--- src/rtl/fmuli_pkg.sv ---
// Package: shared widths, field constants and the stage-1 record of the
// multiply-by-immediate unit. Assumes IEEE single-precision field layout.
package fmuli_pkg;
    localparam int WORD_W     = 32;
    localparam int EXP_W      = 8;
    localparam int MAN_W      = 23;
    localparam int IMM_W      = 16;
    localparam int NUM_REGS   = 8;
    localparam int IDX_W      = $clog2(NUM_REGS);
    localparam int EXP_BIAS   = (1 << (EXP_W - 1)) - 1;
    localparam int EXP_TOP    = (1 << EXP_W) - 1;
    // mantissa bits carried by the immediate (the rest are zero)
    localparam int IMM_MAN_W  = MAN_W - (WORD_W - IMM_W);
    // significand product width: (hidden+MAN_W) x (hidden+IMM_MAN_W)
    localparam int PROD_W     = (MAN_W + 1) + (IMM_MAN_W + 1);
    // signed exponent width with headroom for sum and carries
    localparam int XW         = EXP_W + 2;
    localparam int OPC_W      = 10;
    localparam logic [OPC_W-1:0] OPC_CODE = 10'b1110100001;

    typedef struct packed {
        logic                     sign;
        logic                     zero;
        logic signed [XW-1:0]     exp_sum;
        logic [PROD_W-1:0]        prod;
        logic [IDX_W-1:0]         dst;
    } mul_rec_t;
endpackage

--- src/rtl/fmuli_decode.sv ---
// Module: fmuli_decode
// Decodes the two half-words of the instruction into opcode hit, source and
// destination indices and the 16-bit immediate. Purely combinational.
// Assumes the high half-word sits in bits 31:16 of the word.
module fmuli_decode
    import fmuli_pkg::*;
(
    input  logic                 issue_valid,
    input  logic [WORD_W-1:0]    issue_word,
    output logic                 hit,
    output logic [IDX_W-1:0]     src_idx,
    output logic [IDX_W-1:0]     dst_idx,
    output logic [IMM_W-1:0]     imm
);
    localparam int HALF = WORD_W / 2;
    localparam int LO_IMM_W = HALF - OPC_W;

    logic [HALF-1:0] lo_hw;
    logic [HALF-1:0] hi_hw;

    // split into half-words and pick out the fields
    always_comb begin
        lo_hw   = issue_word[HALF-1:0];
        hi_hw   = issue_word[WORD_W-1:HALF];
        hit     = issue_valid && (lo_hw[HALF-1 -: OPC_W] == OPC_CODE);
        dst_idx = hi_hw[IDX_W-1:0];
        src_idx = hi_hw[2*IDX_W-1:IDX_W];
        imm     = {lo_hw[LO_IMM_W-1:0], hi_hw[HALF-1:2*IDX_W]};
    end
endmodule

--- src/rtl/fmuli_mul_stage.sv ---
// Module: fmuli_mul_stage
// Stage 1: unpacks the register operand and the immediate, forms sign,
// zero-operand flag, exponent sum and the narrow significand product, and
// registers them. The immediate's low operand bits are zero by definition, so
// only its upper mantissa bits enter the multiplier.
module fmuli_mul_stage
    import fmuli_pkg::*;
(
    input  logic                 clk,
    input  logic                 rst_n,
    input  logic                 in_valid,
    input  logic [WORD_W-1:0]    op_reg,
    input  logic [IMM_W-1:0]     op_imm,
    input  logic [IDX_W-1:0]     in_dst,
    output logic                 s1_valid,
    output mul_rec_t             s1_rec
);
    logic [EXP_W-1:0]      exp_a;
    logic [EXP_W-1:0]      exp_b;
    logic [MAN_W:0]        sig_a;
    logic [IMM_MAN_W:0]    sig_b;
    mul_rec_t              rec_c;

    // unpack both operands and build the stage-1 record
    always_comb begin
        exp_a         = op_reg[WORD_W-2 -: EXP_W];
        exp_b         = op_imm[IMM_W-2 -: EXP_W];
        sig_a         = {1'b1, op_reg[MAN_W-1:0]};
        sig_b         = {1'b1, op_imm[IMM_MAN_W-1:0]};
        rec_c.sign    = op_reg[WORD_W-1] ^ op_imm[IMM_W-1];
        rec_c.zero    = (exp_a == '0) || (exp_b == '0);
        rec_c.exp_sum = $signed(XW'(exp_a)) + $signed(XW'(exp_b))
                        - $signed(XW'(EXP_BIAS));
        rec_c.prod    = PROD_W'(sig_a) * PROD_W'(sig_b);
        rec_c.dst     = in_dst;
    end

    // pipeline register for stage 1
    always_ff @(posedge clk) begin
        if (!rst_n) begin
            s1_valid <= 1'b0;
            s1_rec   <= '0;
        end else begin
            s1_valid <= in_valid;
            s1_rec   <= rec_c;
        end
    end
endmodule

--- src/rtl/fmuli_round_stage.sv ---
// Module: fmuli_round_stage
// Stage 2: normalises the product, rounds to nearest-even, applies flush to
// zero and saturation to infinity, and registers the write-back. Overflow and
// underflow events are given out combinationally so the flag unit updates at
// the same edge as the write-back register.
module fmuli_round_stage
    import fmuli_pkg::*;
(
    input  logic                 clk,
    input  logic                 rst_n,
    input  logic                 s1_valid,
    input  mul_rec_t             s1_rec,
    output logic                 ovf_evt,
    output logic                 unf_evt,
    output logic                 wb_valid,
    output logic [IDX_W-1:0]     wb_idx,
    output logic [WORD_W-1:0]    wb_data
);
    logic                  norm;
    logic [PROD_W-2:0]     aligned;
    logic [MAN_W-1:0]      man_keep;
    logic                  guard;
    logic                  sticky;
    logic                  rnd_up;
    logic [MAN_W:0]        man_rnd;
    logic signed [XW-1:0]  exp_fin;
    logic [WORD_W-1:0]     res_c;

    // normalise, round and classify the result
    always_comb begin
        norm     = s1_rec.prod[PROD_W-1];
        aligned  = norm ? s1_rec.prod[PROD_W-2:0]
                        : {s1_rec.prod[PROD_W-3:0], 1'b0};
        man_keep = aligned[PROD_W-2 -: MAN_W];
        guard    = aligned[PROD_W-2-MAN_W];
        sticky   = |aligned[PROD_W-3-MAN_W:0];
        rnd_up   = guard && (sticky || man_keep[0]);
        man_rnd  = {1'b0, man_keep} + (MAN_W+1)'(rnd_up);
        exp_fin  = s1_rec.exp_sum + $signed(XW'(norm)) + $signed(XW'(man_rnd[MAN_W]));
        ovf_evt  = s1_valid && !s1_rec.zero && (exp_fin >= $signed(XW'(EXP_TOP)));
        unf_evt  = s1_valid && !s1_rec.zero && (exp_fin <= $signed(XW'(0)));
        if (s1_rec.zero || (exp_fin <= $signed(XW'(0)))) begin
            res_c = {s1_rec.sign, {(WORD_W-1){1'b0}}};
        end else if (exp_fin >= $signed(XW'(EXP_TOP))) begin
            res_c = {s1_rec.sign, {EXP_W{1'b1}}, {MAN_W{1'b0}}};
        end else begin
            res_c = {s1_rec.sign, exp_fin[EXP_W-1:0], man_rnd[MAN_W-1:0]};
        end
    end

    // write-back register
    always_ff @(posedge clk) begin
        if (!rst_n) begin
            wb_valid <= 1'b0;
            wb_idx   <= '0;
            wb_data  <= '0;
        end else begin
            wb_valid <= s1_valid;
            wb_idx   <= s1_rec.dst;
            wb_data  <= res_c;
        end
    end
endmodule

--- src/rtl/fmuli_flags.sv ---
// Module: fmuli_flags
// A row of sticky status bits. Each bit sets on its event, clears on the
// shared clear input, and a set beats a clear at the same edge.
module fmuli_flags #(
    parameter int N_FLAGS = 2
) (
    input  logic                 clk,
    input  logic                 rst_n,
    input  logic [N_FLAGS-1:0]   set_in,
    input  logic                 clr_in,
    output logic [N_FLAGS-1:0]   flag_out
);
    for (genvar i = 0; i < N_FLAGS; i++) begin : g_bit
        logic q;
        // hold, set or clear one sticky bit
        always_ff @(posedge clk) begin
            if (!rst_n)          q <= 1'b0;
            else if (set_in[i])  q <= 1'b1;
            else if (clr_in)     q <= 1'b0;
        end
        assign flag_out[i] = q;
    end
endmodule

--- src/rtl/fmuli_unit.sv ---
// Module: fmuli_unit (top)
// Two-cycle single-precision multiply of a register by an instruction
// immediate with sticky overflow/underflow flags. Assumes the external
// register file reads combinationally and forwards a same-cycle write.
module fmuli_unit
    import fmuli_pkg::*;
(
    input  logic                 clk,
    input  logic                 rst_n,
    input  logic                 issue_valid,
    input  logic [WORD_W-1:0]    issue_word,
    output logic [IDX_W-1:0]     rf_rd_idx,
    input  logic [WORD_W-1:0]    rf_rd_data,
    output logic                 wb_valid,
    output logic [IDX_W-1:0]     wb_idx,
    output logic [WORD_W-1:0]    wb_data,
    input  logic                 flag_clr,
    output logic                 ovf_flag,
    output logic                 unf_flag
);
    logic              dec_hit;
    logic [IDX_W-1:0]  dec_src;
    logic [IDX_W-1:0]  dec_dst;
    logic [IMM_W-1:0]  dec_imm;
    logic              s1_valid;
    mul_rec_t          s1_rec;
    logic              ovf_evt;
    logic              unf_evt;
    logic [1:0]        flags;

    fmuli_decode u_dec (
        .issue_valid (issue_valid),
        .issue_word  (issue_word),
        .hit         (dec_hit),
        .src_idx     (dec_src),
        .dst_idx     (dec_dst),
        .imm         (dec_imm)
    );

    assign rf_rd_idx = dec_src;

    fmuli_mul_stage u_mul (
        .clk      (clk),
        .rst_n    (rst_n),
        .in_valid (dec_hit),
        .op_reg   (rf_rd_data),
        .op_imm   (dec_imm),
        .in_dst   (dec_dst),
        .s1_valid (s1_valid),
        .s1_rec   (s1_rec)
    );

    fmuli_round_stage u_rnd (
        .clk      (clk),
        .rst_n    (rst_n),
        .s1_valid (s1_valid),
        .s1_rec   (s1_rec),
        .ovf_evt  (ovf_evt),
        .unf_evt  (unf_evt),
        .wb_valid (wb_valid),
        .wb_idx   (wb_idx),
        .wb_data  (wb_data)
    );

    fmuli_flags #(.N_FLAGS(2)) u_flg (
        .clk      (clk),
        .rst_n    (rst_n),
        .set_in   ({unf_evt, ovf_evt}),
        .clr_in   (flag_clr),
        .flag_out (flags)
    );

    assign ovf_flag = flags[0];
    assign unf_flag = flags[1];
endmodule

--- config.mk ---
export PLATFORM = sky130hd
export DESIGN_NAME = fmuli_unit
export DESIGN_NICKNAME = d
export VERILOG_FILES = /design/src/rtl/fmuli_pkg.sv /design/src/rtl/fmuli_decode.sv /design/src/rtl/fmuli_mul_stage.sv /design/src/rtl/fmuli_round_stage.sv /design/src/rtl/fmuli_flags.sv /design/src/rtl/fmuli_unit.sv
export SDC_FILE = /design/constraint.sdc
export NUM_CORES = 1
export LEC_CHECK = 0
export BUFFER_PORTS_ARGS = -buffer_cell sky130_fd_sc_hd__buf_2
export CAP_MARGIN = 15
export CORE_ASPECT_RATIO = 1.1
export CORE_MARGIN = 3
export CORE_UTILIZATION = 56
export DETAILED_ROUTE_END_ITERATION = 16
export GPL_TIMING_DRIVEN = 0
export PLACE_DENSITY_LB_ADDON = 0.15
export SYNTH_ARGS = -nofsm -noshare
export SYNTH_HDL_FRONTEND = slang
export SYNTH_HIERARCHICAL = 1
export SYNTH_SLANG_ARGS = --single-unit
export TNS_END_PERCENT = 5
--- constraint.sdc ---
create_clock -name clk -period 12.2 [get_ports clk]
set_input_delay 0.61 -clock clk [delete_from_list [all_inputs] [get_ports clk]]
set_output_delay 0.61 -clock clk [all_outputs]
set_load 0.1 [all_outputs]
==> results of run 1 <==
-- power by group through the flow --
stage	clock (mW)	combinational (mW)	sequential [mW]
floorplan	0	1.36	0.554
global placement	0	1.83	0.409
detailed placement	0	1.86	0.411
CTS	0.271	1.87	0.405
global route	0.281	2.12	0.415
finish	0.266	1.87	0.406
-- final timing paths --
kind                                       start               end  slack (ps)  cells past startpoint
worst min-delay path             u_mul/s1_rec[2]   u_rnd/wb_idx[2]         430                      1
worst min register to register   u_mul/s1_rec[2]   u_rnd/wb_idx[2]         430                      1
worst max register to register  u_mul/s1_rec[34]  u_rnd/wb_data[8]        7630                     15
worst max-delay path              issue_word[27]  u_mul/s1_rec[32]        6780                     18
-- synth_stat cells (6+ instances only) --
master    count  area share [%]
xor2_1       19             1.6
dfxtp_1      86              16
nand3_1      21             1.0
nor4_1        8            0.47
inv_1       193             6.9
a21oi_1      39             1.9
and2_1      123             7.3
mux2i_1      22             2.1
mux2_2       10             1.1
nand2_1     107             3.8
buf_4        25             1.8
o21a_1       12            0.85
clkbuf_1     29             1.0
nand2b_1      7            0.42
xnor2_1      28             2.3
nor3_1       29             1.4
ha_1         68             8.1
a21o_1        9            0.64
and3_1        7            0.42
fa_1        134              25
o21ai_0      11            0.52
nor2_1       51             1.8
o21ai_1       7            0.33
nand4_1      14            0.83
nor2b_1      18             1.1
buf_2        13            0.62
nand3b_1      6            0.43
-- layer usage --
layer	share of wire, %	vias to the layer above
li1	-	3996
met1	43	3860
met2	50	165
met3	3.8	37
met4	3.0	0
met5	0	-
-- sequential cells by signal, indices dropped and copies added, names as in the netlist --
name,flops
u_flg/g_bit.q,2
u_mul/s1_rec,47
u_mul/s1_valid,1
u_rnd/wb_data,32
u_rnd/wb_idx,3
u_rnd/wb_valid,1
-- worst max-delay path, delay by kind of cell --
kind                       cells  cell delay (ps)
xor gates and xnor gates       1              160
AOI/OAI and AO/OA              5             1180
adders and majority gates      5             2530
buffers and inverters          5              850
and+or+nand+nor                2              290
-- stage by stage --
step,cells,hold slack [ps],power [mW]
6_report,1540,433,2.54
5_1_grt,1540,452,2.81
4_1_cts,1540,435,2.54
3_5_place_dp,1524,419,2.27
3_3_place_gp,1524,415,2.24
2_1_floorplan,1197,412,1.91
-- area by class of cell --
class / count / share of cell area, %
repair buffers: 84 / 3.64
flip-flops and latches: 86 / 14.9
clock buffers: 10 / 2.07
clock inverters: 6 / 0.530
inverters: 194 / 6.30
multi-input cells: 844 / 66.4
plain buffers: 73 / 3.59
well taps: 243 / 2.63
-- cells by family after synthesis --
logic type / Yosys count
xor+xnor: 47
flops: 86
fa+ha+maj: 202
buf+inv: 267
simple gates: 429
compound gates: 134
mux: 32
==> impl_metrics.tcl, run 1 <==
set metrics [dict create \
    ys_ff_latch 86 \
    clkPwrFrac_pct 10.5 \
    h-tree-depth 3 \
    fin_area_mm2 0.0116 \
    post-route-util_pct 62.8 \
    slowest_stage "fa_1" \
    overflow 0 \
    drv_cap 0 \
    syn_avg_cell_area_um2 8.81 \
    synth-compound-area-share_pct 9.41 \
    clk_latency_ps 330 \
    dr.pass1.iters 4 \
    cts_setup_buffers 0 \
    port_buffers 84 \
    synth_flop_cell "dfxtp_1" \
    grt_busiest_layer "met2" \
    fp.dieH_um 150 \
    hp-class "flop to flop" \
    cts_sinks 86 \
    wl_per_cell_um 15.2 \
    crit_chain "buf_4 -> clkbuf_1 -> nand2_1 -> fa_1 -> inv_1 -> fa_1 -> fa_1 -> inv_1 -> fa_1 -> inv_1 -> ha_1 -> a21oi_1 -> o21a_1 -> o21bai_1 -> o31ai_1 -> a2bb2oi_1 -> xnor2_1 -> and2_1" \
    cts_tree "yes" \
    status "complete, no violations" \
    worst_pin_slew_ps 737 \
    synthCells 1197 \
    finalMaxSlewViolations 0 \
    layout_common_cells "inv_1 (193), fa_1 (134), and2_1 (123)" \
    final_common_cell "inv_1" \
    peakVddDrop_mv 0.143 \
    swShare_pct 51.0 \
    gp_congestion 0.899 \
    synth_nets 1467 \
    diodes 0 \
    dpl_cell_area_mm2 0.0113 \
    synth_top_family_by_area "adder cells" \
    layout.nets 1562 \
    rsz0062_at_grt "no" \
    cts_hold_buffers 0 \
    critical_path_class "input port to flop" \
    setup_slack_ps 6780 \
    fmax_mhz 184 \
    numCtsBuffers 9 \
    final.fill_count 1634 \
    cts_resized 0 \
    seq_power_share_pct 16.0 \
    layout-drive-gt1-share_pct 14.8 \
    via_count 8058 \
    ctsRootBufferMaster "clkbuf_16" \
    arrival_ps 5650 \
    finalCritPeriodShare_pct 44.4 \
    synthAdderAreaFrac_pct 33.5 \
    slew_headroom_pct 50.4 \
    async_flop_share_pct 0 \
    antenna_found_initial 0 \
    power_frac_comb_pct 73.5 \
    muxShareOfSynthArea_pct 3.16 \
    synth-edff-count 0 \
    place_ws_ps 6530 \
    grt_pass1_wl_mm 38.8 \
    cts_buffer_depth 2 \
    max_stage_delay_ps 570 \
    multi_input_area_mm2 0.00767 \
    grt_max_degree 15 \
    finalSetupViolCount 0 \
    intPower_mw 1.25 \
    ff_latch_area_mm2 0.00172 \
    syn2layout_area_growth_pct 9.72 \
    routed_wirelength_mm 23.4 \
    ys_types 83 \
    pin_count 109 \
    min_period_ps 5420 \
    route.detailed.drc 0 \
    required_ps 12420 \
    rows 52 \
    synth_warnings 6 \
    syn-cell-area_mm2 0.0105 \
    grt_util_met3_pct 2.42 \
    power_switching_mw 1.29 \
    cellPowerDensity_mw_per_mm2 220 \
    grt.total_usage_pct 23.6 \
    drtIter0Drc 300 \
    met1_usage_pct 30.0 \
    tns_ps 0 \
    finalHoldViolCount 0 \
    leakage_nw 5.59 \
    end_kind "flop" \
    coreArea_mm2 0.0184 \
    die_x_um 137 \
    postRouteAntennaNets 0 \
    cts.clk_slew.worst_paths_ps 60 \
    initial_core_util_pct 57.2 \
    seq_area_frac_synth_pct 16.3 \
    hpwlAfterDp_mm 19.5 \
    path_max_fanout 10 \
    met2_usage_pct 41.7 \
    clock_skew_ps 10.8 \
    dieArea_mm2 0.0205 \
    yosys.area_share.xor_xnor_pct 3.91 \
    grt_pass1_vias 8127 \
    synthSimpleGateAreaFrac_pct 22.8 \
    critPathLaunchType "input port" \
    viasPerCell 5.23 \
    path_common_cell "fa_1" \
]
(Power assumes the default switching activity.)
==> inputs of run 2 (changes only) <==
==> constraint.sdc (replaced) <==
create_clock -name clk -period 4.7 [get_ports clk]
set_input_delay 0.235 -clock clk [delete_from_list [all_inputs] [get_ports clk]]
set_output_delay 0.235 -clock clk [all_outputs]
set_load 0.1 [all_outputs]
==> run 2 against run 1 <==
  * Non-clock buffer count shrank 3
  * Clock power rose to 2.6 times the previous value
  * Worst hold slack got worse by 320 ps
  * Design area increased by 0.92%
  * Critical path type unchanged
  * Clock-buffer cell count unchanged
  * Clock skew shrank 2.1 ps
  * Utilization up 0.58 points
==> impl_metrics.tcl, run 2 (synthesized netlist as in run 1, its figures left out) <==
set metrics [dict create \
    wl_per_cell_um 15.3 \
    peakVddDrop_mv 0.372 \
    largest_reg_flops 47 \
    highest_layer "met4" \
    fin_area_mm2 0.0117 \
    grt_pass1_vias 8132 \
    overflow 0 \
    end_kind "flop" \
    regToRegStartpoint "u_mul/s1_rec[34]" \
    fin_cells 1537 \
    critical_path_class "input port to flop" \
    path_max_fanout 10 \
    grt.total_usage_pct 23.6 \
    diodes 0 \
    cts_tree "yes" \
    fp.dieH_um 150 \
    gp_congestion 0.899 \
    finalMaxSlewViolations 0 \
    max_stage_delay_ps 530 \
    arrival_ps 4800 \
    h-tree-depth 3 \
    final.fill_count 1616 \
    viasPerCell 5.28 \
    dr.pass1.iters 4 \
    die_x_um 137 \
    pin_count 109 \
    crit_family "adder cells" \
    crit_chain "buf_4 -> clkbuf_8 -> and2_1 -> fa_1 -> inv_1 -> fa_1 -> inv_1 -> fa_1 -> inv_1 -> fa_1 -> inv_1 -> ha_4 -> a21o_1 -> a31o_4 -> o2111ai_4 -> a2111oi_4 -> a31oi_1 -> xnor2_1 -> and2_1" \
    postRouteAntennaNets 0 \
    min_from "issue_word[16]" \
    clock_skew_ps 8.65 \
    rows 52 \
    hpwlAfterDp_mm 19.5 \
    post-route-util_pct 63.4 \
    antenna_found_initial 0 \
    hp-class "input port to flop" \
    port_buffers 84 \
    min_period_ps 4580 \
    dpl_cell_area_mm2 0.0113 \
    regMostFlops "u_mul/s1_rec" \
    fmax_mhz 219 \
    via_count 8114 \
    tns_ps 0 \
    dieArea_mm2 0.0205 \
    status "complete, no violations" \
    leakage_nw 5.63 \
    routed_wirelength_mm 23.5 \
    slew_headroom_pct 50.5 \
    route.detailed.drc 0 \
    layout.nets 1559 \
    met3WireLength_um 996 \
    syn2layout_area_growth_pct 10.7 \
    coreArea_mm2 0.0184 \
    grt_pass1_wl_mm 38.9 \
    cts.clk_slew.worst_paths_ps 60 \
    layout-drive-gt1-share_pct 16.2 \
    rsz0062_at_grt "yes" \
    drtIter0Drc 307 \
    route.met2.wl_mm 11.7 \
    post-place-cells 1524 \
    slowest_stage "fa_1" \
    reg_top3 "u_mul/s1_rec x47, u_rnd/wb_data x32, u_rnd/wb_idx x3" \
    critical_path.startpoint "issue_word[27]" \
    cellPowerDensity_mw_per_mm2 574 \
    finalCritPeriodShare_pct 97.3 \
    layout_common_cells "inv_1 (193), fa_1 (134), and2_1 (123)" \
    clk_latency_ps 330 \
    initial_core_util_pct 57.2 \
    cts_buffer_depth 2 \
    finalSetupViolCount 0 \
    final_common_cell "inv_1" \
    worst_pin_slew_ps 736 \
    whs_ps 112 \
    crit_buf_inv 6 \
    required_ps 4920 \
    drv_cap 0 \
    grt_max_degree 15 \
    cts_sinks 86 \
    ctsRootBufferMaster "clkbuf_16" \
    met1Wirelength_mm 10.1 \
    finalHoldViolCount 0 \
    critPathLaunchType "input port" \
    numCtsBuffers 9 \
]
run 2: cell types whose count changed in the layout (fill, tap and decap cells not counted), moves of 2 or more:
cell / change
clkbuf_2: +3
a21oi_2: +2
a21oi_1: -2
clkbuf_4: +4
buf_4: +2
clkbuf_1: -14
run 2: area by class of cell:
class                      count  area (µm²)  area share, %
multi-input combinational    844        7750           66.4
buffer                        70         448           3.84
sequential                    86        1720           14.8
tap                          243         304           2.61
clock inverter                 6        61.3          0.525
timing repair buffer          84         420           3.60
inverter                     194         728           6.24
clock buffer                  10         239           2.05
run 2: worst paths after layout:
path / endpoint / slack [ps] / cells past startpoint
max reg2reg: u_rnd/wb_data[8] / 280 / 15
max: u_mul/s1_rec[25] / 120 / 19
min: u_mul/s1_rec[0] / 110 / 2
min reg2reg: u_rnd/wb_idx[2] / 430 / 1
run 2: through the flow:
stage	worst slack [ps]	power (mW)
2_1_floorplan	37.0	4.96
3_3_place_gp	-557	5.82
5_1_grt	-20.7	7.41
6_report	125	6.70
3_5_place_dp	-596	5.89
4_1_cts	25.6	6.61
run 2: where the power goes:
group	internal [mW]	switching, mW	leakage, nW
Sequential	0.920	0.133	0.710
Combinational	1.94	3.01	4.77
Clock	0.423	0.265	0.148
run 2: layer usage:
metal  vias up  GRT usage [%]
met5         -              0
met4         0           8.73
met3        30           2.35
met2       177           41.6
met1      3914           30.0
li1       3993              -
run 2: timing repair:
item                       in CTS  in global routing
hold endpoints to repair        0                  0
setup endpoints to repair      12                 28
hold buffers                    0                  0
pin swaps                       0                  4
setup buffers                   0                  0
gates resized for setup        12                 34
==> inputs of run 3 (changes only) <==
==> constraint.sdc (replaced) <==
create_clock -name clk -period 4.6 [get_ports clk]
set_input_delay 0.23 -clock clk [delete_from_list [all_inputs] [get_ports clk]]
set_output_delay 0.23 -clock clk [all_outputs]
set_load 0.1 [all_outputs]
==> run 3 against run 2 <==
  * Utilization up 0.35 points
  * Sequential cell count stayed put
  * Worst setup slack worse by 25 ps
  * Combinational power is 4.2% higher
  * Sequential share of layout area down 0.082 points
  * Die area did not move
  * Global-route usage is 0.099 points lower
  * Power up 3.8%
  * Non-clock buffer count rose by 2
  * Register-to-register slack got worse by 110 ps
  * Clock power increased by 3.9%
==> impl_metrics.tcl, run 3 (synthesized netlist as in run 1, its figures left out) <==
set metrics [dict create \
    antenna_found_initial 0 \
    clk_latency_ps 330 \
    setup_slack_ps 99.5 \
    finalCritPeriodShare_pct 97.8 \
    post-place-cells 1524 \
    required_ps 4830 \
    viasPerCell 5.26 \
    fin_cells 1539 \
    h-tree-depth 3 \
    ff_latch_area_mm2 0.00172 \
    syn2layout_area_growth_pct 11.3 \
    regMostFlops "u_mul/s1_rec" \
    cellPowerDensity_mw_per_mm2 592 \
    dieArea_mm2 0.0205 \
    largest_reg_flops 47 \
    route.detailed.drc 0 \
    worst_pin_slew_ps 687 \
    whs_ps 105 \
    wl_per_cell_um 15.2 \
    path_common_cell "fa_1" \
    p_total_mw 6.95 \
    grt_max_degree 14 \
    grt_pass1_wl_mm 38.7 \
    layout-drive-gt1-share_pct 16.3 \
    final_common_cell "inv_1" \
    gp_congestion 0.890 \
    power_frac_comb_pct 74.2 \
    dpl_cell_area_mm2 0.0113 \
    clock_skew_ps 8.66 \
    multi_input_area_mm2 0.00778 \
    grt_pass1_vias 8066 \
    slew_headroom_pct 53.8 \
    ctsRootBufferMaster "clkbuf_16" \
    pin_count 109 \
    initial_core_util_pct 57.2 \
    post-route-util_pct 63.7 \
    status "complete, no violations" \
    fin_area_mm2 0.0117 \
    hpwlAfterDp_mm 19.4 \
    drv_cap 0 \
    diodes 0 \
    rsz0062_at_grt "yes" \
    leakage_nw 5.65 \
    end_kind "flop" \
    fmax_mhz 222 \
    grt.total_usage_pct 23.5 \
    fp.dieH_um 150 \
    routed_wirelength_mm 23.5 \
    finalHoldViolCount 0 \
    seq_power_share_pct 15.5 \
    cts_tree "yes" \
    critical_path_class "input port to flop" \
    cts_sinks 86 \
    final.fill_count 1629 \
    power_switching_mw 3.52 \
    crit_chain "buf_4 -> buf_4 -> and2_1 -> fa_1 -> fa_1 -> fa_1 -> inv_1 -> fa_1 -> inv_1 -> ha_1 -> and4_4 -> o2111ai_4 -> a2111oi_4 -> a31oi_1 -> xnor2_1 -> and2_1" \
    reg_top3 "u_mul/s1_rec x47, u_rnd/wb_data x32, u_rnd/wb_idx x3" \
    port_buffers 84 \
    numCtsBuffers 9 \
    critPathLaunchType "input port" \
    clkPwrFrac_pct 10.3 \
    crit_family "adder cells" \
    hp-class "input port to flop" \
    max_stage_delay_ps 560 \
    place_ws_ps -681 \
    via_count 8096 \
    swShare_pct 50.6 \
    path_max_fanout 10 \
    finalSetupViolCount 0 \
    coreArea_mm2 0.0184 \
    crit_buf_inv 4 \
    cts_buffer_depth 2 \
    layout_common_cells "inv_1 (193), fa_1 (134), and2_1 (123)" \
    postRouteAntennaNets 0 \
    die_x_um 137 \
    cts.clk_slew.worst_paths_ps 60 \
    arrival_ps 4730 \
    dr.pass1.iters 4 \
    layout.nets 1561 \
    cts_hold_buffers 0 \
    min_period_ps 4500 \
    slowest_stage "fa_1" \
    finalMaxSlewViolations 0 \
    drtIter0Drc 362 \
    tns_ps 0 \
    overflow 0 \
    peakVddDrop_mv 0.358 \
    intPower_mw 3.43 \
    rows 52 \
]
run 3: worst paths after layout:
path	startpoint	end	slack, ps	cells past startpoint
worst min register to register	u_mul/s1_rec[1]	u_rnd/wb_idx[1]	430	1
worst min-delay path	issue_word[16]	u_mul/s1_rec[0]	100	2
worst max-delay path	issue_word[26]	u_mul/s1_rec[25]	100	16
worst max register to register	u_mul/s1_rec[34]	u_rnd/wb_data[8]	170	15
run 3: cell type report:
cell class	count	area share, %
Multi-Input combinational cell	844	66.3
Sequential cell	86	14.7
Inverter	194	6.20
Buffer	71	4.03
Timing Repair Buffer	85	3.65
Tap cell	243	2.59
Clock buffer	13	2.22
Clock inverter	3	0.362
run 3: layer usage:
layer,vias to the layer above,global-route usage (%),part of all wire [%]
met1,3876,30.0,43
met2,196,42.2,50
met4,0,7.04,2.4
met3,39,2.19,4.1
met5,-,0,0
li1,3985,-,-
run 3: power by group through the flow:
stage          logic, mW  registers (mW)  clock network, mW
6_report            5.16            1.08              0.715
5_1_grt             5.79            1.10              0.759
4_1_cts             5.00            1.07              0.730
3_5_place_dp        4.95            1.09                  0
3_3_place_gp        4.88            1.08                  0
2_1_floorplan       3.61            1.47                  0
run 3: timing repair:
| item | CTS | global route |
|---|---|---|
| setup buffers | 0 | 1 |
| gates cloned | 0 | 0 |
| gates resized for setup | 14 | 46 |
| setup endpoints to repair | 14 | 31 |
| pin swaps | 0 | 6 |
| endpoints found under the hold margin | 0 | 0 |
